$ cat src/rtl/tpw_pkg.sv
package tpw_pkg;
  localparam int PTR_W = 24;

  typedef enum logic [1:0] {
    ACC_PLAIN   = 2'd0,
    ACC_POSTINC = 2'd1,
    ACC_POSTDEC = 2'd2,
    ACC_PREINC  = 2'd3
  } acc_mode_e;

  typedef enum logic [1:0] {
    SEL_LOW   = 2'd0,
    SEL_HIGH  = 2'd1,
    SEL_UPPER = 2'd2,
    SEL_NONE  = 2'd3
  } ptr_sel_e;
endpackage

$ cat src/rtl/tpw_pointer.sv
module tpw_pointer
  import tpw_pkg::*;
(
  input  logic             clk,
  input  logic             rst_n,
  input  logic             load_en,
  input  ptr_sel_e         load_sel,
  input  logic [7:0]       load_data,
  input  logic             step_en,
  input  acc_mode_e        mode,
  output logic [PTR_W-1:0] ptr_q,
  output logic [PTR_W-1:0] acc_addr
);
  logic [PTR_W-1:0] ptr_r;
  logic [PTR_W-1:0] ptr_nxt;
  logic [PTR_W-1:0] ptr_inc;
  logic [PTR_W-1:0] ptr_dec;
  logic             ptr_en;

  assign ptr_inc = ptr_r + PTR_W'(1);
  assign ptr_dec = ptr_r - PTR_W'(1);

  always_comb begin
    ptr_nxt = ptr_r;
    ptr_en  = 1'b0;
    if (load_en) begin
      ptr_en = 1'b1;
      case (load_sel)
        SEL_LOW:   ptr_nxt[7:0]   = load_data;
        SEL_HIGH:  ptr_nxt[15:8]  = load_data;
        SEL_UPPER: ptr_nxt[23:16] = load_data;
        default:   ptr_en         = 1'b0;
      endcase
    end else if (step_en) begin
      ptr_en = 1'b1;
      case (mode)
        ACC_POSTINC, ACC_PREINC: ptr_nxt = ptr_inc;
        ACC_POSTDEC:             ptr_nxt = ptr_dec;
        default:                 ptr_en  = 1'b0;
      endcase
    end
  end

  always_ff @(posedge clk or negedge rst_n) begin
    if (!rst_n) begin
      ptr_r <= '0;
    end else if (ptr_en) begin
      ptr_r <= ptr_nxt;
    end
  end

  assign ptr_q    = ptr_r;
  assign acc_addr = (mode == ACC_PREINC) ? ptr_inc : ptr_r;
endmodule

$ cat src/rtl/tpw_hold_bank.sv
module tpw_hold_bank #(
  parameter int BLK_BYTES = 16,
  localparam int IDX_W    = $clog2(BLK_BYTES)
) (
  input  logic                   clk,
  input  logic                   rst_n,
  input  logic                   wr_en,
  input  logic [IDX_W-1:0]       wr_idx,
  input  logic [7:0]             wr_data,
  input  logic                   clear,
  output logic [BLK_BYTES*8-1:0] bank_q
);
  for (genvar g = 0; g < BLK_BYTES; g++) begin : g_byte
    logic [7:0] byte_r;
    logic [7:0] byte_nxt;
    logic       byte_en;

    always_comb begin
      byte_nxt = byte_r;
      byte_en  = 1'b0;
      if (clear) begin
        byte_nxt = 8'hFF;
        byte_en  = 1'b1;
      end else if (wr_en && (wr_idx == IDX_W'(g))) begin
        byte_nxt = wr_data;
        byte_en  = 1'b1;
      end
    end

    always_ff @(posedge clk or negedge rst_n) begin
      if (!rst_n) begin
        byte_r <= 8'hFF;
      end else if (byte_en) begin
        byte_r <= byte_nxt;
      end
    end

    assign bank_q[g*8 +: 8] = byte_r;
  end
endmodule

$ cat src/rtl/tpw_buffer.sv
module tpw_buffer
  import tpw_pkg::*;
#(
  parameter int BLK_BYTES = 16
) (
  input  logic                   clk,
  input  logic                   rst_n,
  input  logic                   ptr_wr_en,
  input  logic [1:0]             ptr_wr_sel,
  input  logic [7:0]             ptr_wr_data,
  input  logic                   lat_wr_en,
  input  logic [7:0]             lat_wr_data,
  input  logic                   cmd_valid,
  input  logic                   cmd_write,
  input  logic [1:0]             cmd_mode,
  input  logic                   commit,
  output logic [23:0]            mem_addr,
  input  logic [7:0]             mem_rdata,
  output logic [23:0]            ptr_q,
  output logic [7:0]             lat_q,
  output logic                   row_valid,
  output logic [23:0]            row_base,
  output logic [BLK_BYTES*8-1:0] row_data
);
  localparam int IDX_W = $clog2(BLK_BYTES);

  logic                   ptr_load;
  logic                   cmd_go;
  logic                   rd_go;
  logic                   wr_go;
  logic [PTR_W-1:0]       acc_addr;
  logic [BLK_BYTES*8-1:0] bank_q;
  logic [7:0]             lat_r;
  logic [7:0]             lat_nxt;
  logic                   lat_en;
  logic                   rv_r;
  logic [PTR_W-1:0]       rb_r;
  logic [BLK_BYTES*8-1:0] rd_r;

  assign ptr_load = ptr_wr_en & ~commit;
  assign cmd_go   = cmd_valid & ~commit & ~ptr_wr_en;
  assign rd_go    = cmd_go & ~cmd_write;
  assign wr_go    = cmd_go & cmd_write;

  tpw_pointer u_ptr (
    .clk       (clk),
    .rst_n     (rst_n),
    .load_en   (ptr_load),
    .load_sel  (ptr_sel_e'(ptr_wr_sel)),
    .load_data (ptr_wr_data),
    .step_en   (cmd_go),
    .mode      (acc_mode_e'(cmd_mode)),
    .ptr_q     (ptr_q),
    .acc_addr  (acc_addr)
  );

  tpw_hold_bank #(.BLK_BYTES(BLK_BYTES)) u_bank (
    .clk     (clk),
    .rst_n   (rst_n),
    .wr_en   (wr_go),
    .wr_idx  (acc_addr[IDX_W-1:0]),
    .wr_data (lat_r),
    .clear   (commit),
    .bank_q  (bank_q)
  );

  always_comb begin
    lat_nxt = lat_r;
    lat_en  = 1'b0;
    if (rd_go) begin
      lat_nxt = mem_rdata;
      lat_en  = 1'b1;
    end else if (lat_wr_en) begin
      lat_nxt = lat_wr_data;
      lat_en  = 1'b1;
    end
  end

  always_ff @(posedge clk or negedge rst_n) begin
    if (!rst_n) begin
      lat_r <= '0;
    end else if (lat_en) begin
      lat_r <= lat_nxt;
    end
  end

  always_ff @(posedge clk or negedge rst_n) begin
    if (!rst_n) begin
      rv_r <= 1'b0;
    end else begin
      rv_r <= commit;
    end
  end

  always_ff @(posedge clk or negedge rst_n) begin
    if (!rst_n) begin
      rb_r <= '0;
      rd_r <= '0;
    end else if (commit) begin
      rb_r <= {ptr_q[PTR_W-1:IDX_W], {IDX_W{1'b0}}};
      rd_r <= bank_q;
    end
  end

  assign mem_addr  = acc_addr;
  assign lat_q     = lat_r;
  assign row_valid = rv_r;
  assign row_base  = rb_r;
  assign row_data  = rd_r;
endmodule

$ cat config.mk
export PLATFORM = sky130hd
export DESIGN_NAME = tpw_buffer
export DESIGN_NICKNAME = d
export VERILOG_FILES = /design/src/rtl/tpw_pkg.sv /design/src/rtl/tpw_pointer.sv /design/src/rtl/tpw_hold_bank.sv /design/src/rtl/tpw_buffer.sv
export SDC_FILE = /design/constraint.sdc
export NUM_CORES = 1
export LEC_CHECK = 0
export BUFFER_PORTS_ARGS = -buffer_cell sky130_fd_sc_hd__buf_2
export CORE_MARGIN = 2
export CORE_UTILIZATION = 35
export DETAILED_ROUTE_END_ITERATION = 7
export PLACE_DENSITY = 0.65
export SKIP_LAST_GASP = 1
export SLEW_MARGIN = 10
export SYNTH_ARGS = -nofsm -noshare
export SYNTH_HDL_FRONTEND = slang
export SYNTH_HIERARCHICAL = 1
export SYNTH_SLANG_ARGS = --single-unit
$ cat constraint.sdc
create_clock -name clk -period 2.65 [get_ports clk]
set_input_delay 0.6625 -clock clk [delete_from_list [all_inputs] [get_ports clk]]
set_output_delay 0.6625 -clock clk [all_outputs]
set_load 0.05 [all_outputs]
* Yosys cells after proc, flatten, opt, wreduce, memory -nomap -nowiden
Index checks and enable logic that the tools add are counted.
Word-level totals: register bits after elaboration 309, output and inout port bits 209, memories kept 0, latch bits 0, bits in read-only memories 0, input port bits 35, word-level logic and storage cells 195, memory bits (writable) 0
Cells by class: muxes and demuxes 79, shift-type cells 0, add/subtract/negate cells 2, equality and inequality tests 23, multiply operators 0, $lt $le $gt $ge 0, reduce and logical (&&, ||, !) cells 60, divide/modulo/power cells 0, bitwise logic cells 8
Operators by type and width (number):
- $mux 8 | 37
- $mux 24 | 3
- $pmux 24 s2 | 1
- $mux 1 | 38
- $reduce_bool 2->1 | 18
- $reduce_and 2->1 | 17
- $eq 4x4->1 const B | 8
- $add 24x1->24 const B | 1
- $sub 24x1->24 const B | 1
- $eq 4x3->1 const B | 4
- $logic_and 1x1->1 | 16
- $reduce_and 4->1 | 3
- $eq 4x2->1 const B | 2
- $eq 2x2->1 const B | 3
- $ne 2x1->1 const B | 3
- $reduce_or 3->1 | 2
- $and 1x1->1 | 5
- $eq 2x1->1 const B | 2
- $eq 4x1->1 const B | 1
- $logic_not 4->1 | 1
- $not 1->1 | 3
- $reduce_bool 3->1 | 1
- $logic_not 2->1 | 1
- $reduce_or 2->1 | 1

* Longest topological paths before layout
word-level depth 8, gate-level depth with buffers 11, depth with buffers taken out 7

* Cells and area by module
The synthesis kept the hierarchy.
Modules (own cells, without submodules):
- tpw_buffer | area an instance 5972.0 µm², sequential area each 3928.8 µm², instances 1, cells an instance 349
- tpw_hold_bank | area an instance 5504.0 µm², sequential area each 3363.2 µm², instances 1, cells an instance 474
- tpw_pointer | area an instance 2623.8 µm², sequential area each 600.6 µm², instances 1, cells an instance 350

* Least setup slack after synthesis
Ideal clock, no wire load.
path type flip-flop to flip-flop, start register u_ptr.ptr_r[1], in the netlist u_ptr/ptr_q[1], end register u_bank.g_byte[12].byte_r[3], path slack -0.704 ns, data arrival time 3.271 ns, required time 2.566 ns, buffers on the path 0, period minus slack after synthesis 3.354 ns, stages on the path, launching flop included 7, library setup time 0.084 ns, path through dfrtp_1 > ha_1 > nand2_1 > xnor2_1 > and3_2 > nand2_2 > a221o_1
Between the ends: cells in the longest elaborated chain, start to end 7, elaborated cells between the ends (all ways) 8, classes of those cells add/sub: 1; eq/ne: 1; mux: 3; reduce/logical: 3
Ends and longest elaborated chain:
- start, declared | line tpw_pointer.sv:14 | logic [PTR_W-1:0] ptr_r;
- start signal, assigned | line tpw_pointer.sv:48 | ptr_r <= ptr_nxt;
- $add 24x1->24 * | line tpw_pointer.sv:20 | assign ptr_inc = ptr_r + PTR_W'(1);
- $mux 24 * | line tpw_pointer.sv:53 | assign acc_addr = (mode == ACC_PREINC) ? ptr_inc : ptr_r;
- named net mem_addr[2] | line tpw_buffer.sv:17 | output logic [23:0] mem_addr,
- $eq 4x4->1 * | line tpw_hold_bank.sv:24 | end else if (wr_en && (wr_idx == IDX_W'(g))) begin
- $logic_and 1x1->1 * | line tpw_hold_bank.sv:24
- $mux 1 | line tpw_hold_bank.sv:24
- $mux 1 | line tpw_hold_bank.sv:21 | if (clear) begin
- $reduce_and 2->1 (no source line) *
- end signal, assigned | line tpw_hold_bank.sv:34 | byte_r <= byte_nxt;
- end, declared | line tpw_hold_bank.sv:14 | logic [7:0] byte_r;
The timed path passes the listed nets; every way through them passes the cells marked *. A chain may end at the register's enable or synchronous reset.

* Worst setup path after layout
start register u_ptr.ptr_r[12], in the netlist u_ptr/ptr_q[12], end output mem_addr[21]
Between the ends: cells in the longest elaborated chain, start to end 2
Ends and longest elaborated chain (line):
- $add 24x1->24 | tpw_pointer.sv:20
- $mux 24 | tpw_pointer.sv:53
- end, declared | tpw_buffer.sv:17
Every way passes these cells.

==> reports/metrics.cfg <==
[global_routing]
globalRoute.totalOverflow=0
grt.total_usage_pct=20.51
antenna_found_initial=0
grt_pass1_vias=10870
grt_pass1_wl_um=65940
grt_max_degree=166

[finish]
nFillCells=3648
postLayoutCoreUtil_pct=46.26
n_antenna_cell=0
seq_area_sq_um=7916
multiInputGateArea_sq_um=6281
drive_gt1_share_pct=53.07
final_nets=1509
area_growth_pct=30.37

[sta]
fmax_mhz=353.3
worst_slew_pin_slew_ps=853.5
slew_viol_final=0
tns_ps=-1587
post-route-period-util_pct=106.8
finalSetupViolations=16
timing.hold.ws_ps=76.10
max-slew-margin-rel_pct=43.10
rsz0062_at_grt=yes
fin_skew_ps=25.92
finalWorstSetupSlack_ps=-180.7
final_hold_viol_count=0
period_minus_slack_ps=2831

[die]
dieArea_sq_um=41910
start_util_pct=35.49
num_rows=73
die_y_um=204.7
placeableCoreArea_sq_um=39730
pin_count=244
dieWidth_um=204.7

[min_path]
hold_class=in2async

[pwr]
power_frac_seq_pct=37.0
comb_power_share_pct=28.2
leakagePower_nw=6.635
p_sw_mw=4.904
powerDensity_nw_per_um2=769.6
ir_drop_mv=0.6777
clock_power_share_pct=34.9
netSwitchingFraction_pct=34.66
internal-power_mw=9.243

[placement]
dpl.hpwl_um=30570
portBuffers=239
place_congestion=0.9113

[routing]
ant_nets=0
routed_wl_um=43620
via_per_inst=5.428
dr_total_vias=10980
met1Wirelength_um=19110
met2_length_um=20260
drt-pass1-iter-count=5
highest_layer=met4
routedWlPerCell_um=21.56
wl_met3_um=3063
route.detailed.drc=0
drt-initial-drc-count=951

[critical_path]
arrival_ps=2170
ff2ff_path_depth=9
cp_max_fo=7
slowest_delay_ps=430
worstSetupEndpointType=output pin
timing.rr.end=u_bank/g_byte[12].byte_r[7]
crit_family=simple AND/OR/NAND/NOR gates
critPathSlowestCell=dfrtp_2
crit_type=reg2out
path_buf_inv=1
r2r-start=u_ptr/ptr_q[1]
start_kind=flop
crit_chain=nand4_4, nor3_4, nand4_1, xnor2_4, buf_4
rrSetupSlack_ps=210
cp.required_ps=1990

[synth]
syn_avg_cell_area_sq_um=12.02
synth-seq-area-share_pct=55.98
synth_top_area_share_pct=32.12
synth_area_sq_um=14100
synth_area_leaders=dfrtp_1 (32%), dfstp_2 (24%), mux2_2 (12%), a211o_1 (7.8%), nor2_1 (4.1%)
synth-async-reset-ratio_pct=100.0
synth_edf_count=0
synth-seq-cells=309
ys_types=73
syn_inst=1173
yosys_warnings=6
synth_flop_cell=dfrtp_1
synth_top_area_cell=dfrtp_1

[cts]
cts_hold_buf=0
cts_root_buf=clkbuf_16
clock_sinks=309
clkSlewWorstSetupHoldPaths_ps=60
cts_made_buffers=35
clk_latency_ps=540
tritoncts=done
cts_buffer_depth=3
htreeDepth=2

[status]
run_status=complete, but fails checks
violations=setup timing

[run]
max_cap_viol_count=0

## logic make-up (layout without fill, tap and decap cells)
kind of cell | Yosys count | in the layout | synth area share [%]
mux | 167 | 167 | 13.52
xor+xnor | 25 | 25 | 1.553
other cells | 1 | 4 | 0.02660
fa+ha+maj | 2 | 2 | 0.1774
flops | 309 | 309 | 55.98
buf+inv | 96 | 418 | 3.266
compound gates | 210 | 210 | 11.95
simple gates | 363 | 363 | 13.52
## registers in the layout, indices dropped and copies added, names as in the netlist
name / flops
row_valid: 1
u_ptr/ptr_q: 24
row_data: 128
u_bank/g_byte.byte_r: 128
row_base: 20
lat_q: 8
## metal layers
metal | track usage, % | up-vias
li1 | - | 4863
met1 | 28.50 | 5618
met2 | 31.65 | 439
met3 | 4.391 | 60
met4 | 7.117 | 0
met5 | 0 | -
## power groups by stage
stage / clock network (mW) / registers (mW) / logic [mW]
2_1_floorplan: 0 / 6.01 / 1.72
3_3_place_gp: 0 / 5.30 / 3.67
3_5_place_dp: 0 / 5.30 / 3.69
4_1_cts: 5.06 / 5.22 / 3.89
5_1_grt: 5.24 / 5.25 / 4.18
6_report: 4.93 / 5.23 / 3.99
## cells in the mapped netlist, types with 4 or more instances
cell      count
dfrtp_1     181
mux2_2      156
nor2_1      155
dfstp_2     128
a211o_1     125
nand2_1      47
buf_2        41
clkbuf_1     38
nand3_1      29
nand3b_1     21
xnor2_1      18
o21ai_0      17
nand4_1      14
nor3_1       14
and3_1       11
a21oi_1       9
mux2_4        8
nor4_1        8
a31oi_1       7
inv_1         7
o31ai_1       7
or3b_2        7
xor2_1        7
and2_1        6
a221o_1       5
and4_1        5
buf_4         5
nor2b_1       5
o21ai_1       5
a21o_1        4
buf_6         4
nand3_2       4
nor3_2        4
o21a_1        4
o32ai_1       4
## cell type report
type                            count  area share [%]
Clock inverter                      7          0.4424
Inverter                            7          0.1429
Multi-Input combinational cell    771           34.17
Tap cell                          525           3.574
Timing Repair Buffer              348           12.58
Sequential cell                   309           43.07
Clock buffer                       56           6.024
## timing repair
item	4_1_cts	5_1_grt
endpoints found under the setup margin	21	21
setup buffers	11	5
pin swaps	9	15
gates resized for setup	63	29
## placed cells by master, fill, tap and decap left out, types with 7 or more instances in the layout
| master | count |
|---|---|
| dfstp_2 | 128 |
| clkbuf_8 | 11 |
| nand3b_1 | 21 |
| mux2_4 | 8 |
| o31ai_1 | 7 |
| or3b_2 | 7 |
| nand2_1 | 42 |
| nand3_1 | 22 |
| nand4_1 | 14 |
| a31oi_1 | 7 |
| dfrtp_2 | 19 |
| buf_2 | 215 |
| dfrtp_1 | 162 |
| a211o_1 | 125 |
| clkbuf_16 | 37 |
| buf_6 | 24 |
| clkbuf_1 | 8 |
| buf_4 | 96 |
| xnor2_4 | 12 |
| nor3_1 | 11 |
| buf_12 | 10 |
| inv_1 | 7 |
| a21oi_1 | 9 |
| o21ai_0 | 16 |
| nor4_1 | 7 |
| mux2_2 | 156 |
| nor2_1 | 152 |
## stage by stage
step | setup slack (ps) | instance area, sq um | instances | power, mW
after CTS | -181.5 | 18200 | 2018 | 14.17
final | -180.7 | 18380 | 2023 | 14.15
after global placement | -92.74 | 16700 | 1944 | 8.968
after global routing | -254.1 | 18380 | 2023 | 14.67
after detailed placement | -59.80 | 16700 | 1944 | 8.993
after floorplan | -84.80 | 14440 | 1176 | 7.728
## worst max-delay path by stage
stage / startpoint / to / slack, ps / cells past startpoint
floorplan: u_ptr/ptr_q[4] / mem_addr[21] / -80 / 7
global placement: cmd_mode[1] / mem_addr[21] / -90 / 6
detailed placement: cmd_mode[0] / mem_addr[21] / -60 / 6
CTS: u_ptr/ptr_q[0] / mem_addr[12] / -180 / 7
global route: u_ptr/ptr_q[12] / mem_addr[21] / -250 / 5
finish: u_ptr/ptr_q[12] / mem_addr[21] / -180 / 5
(Power assumes the default switching activity.)
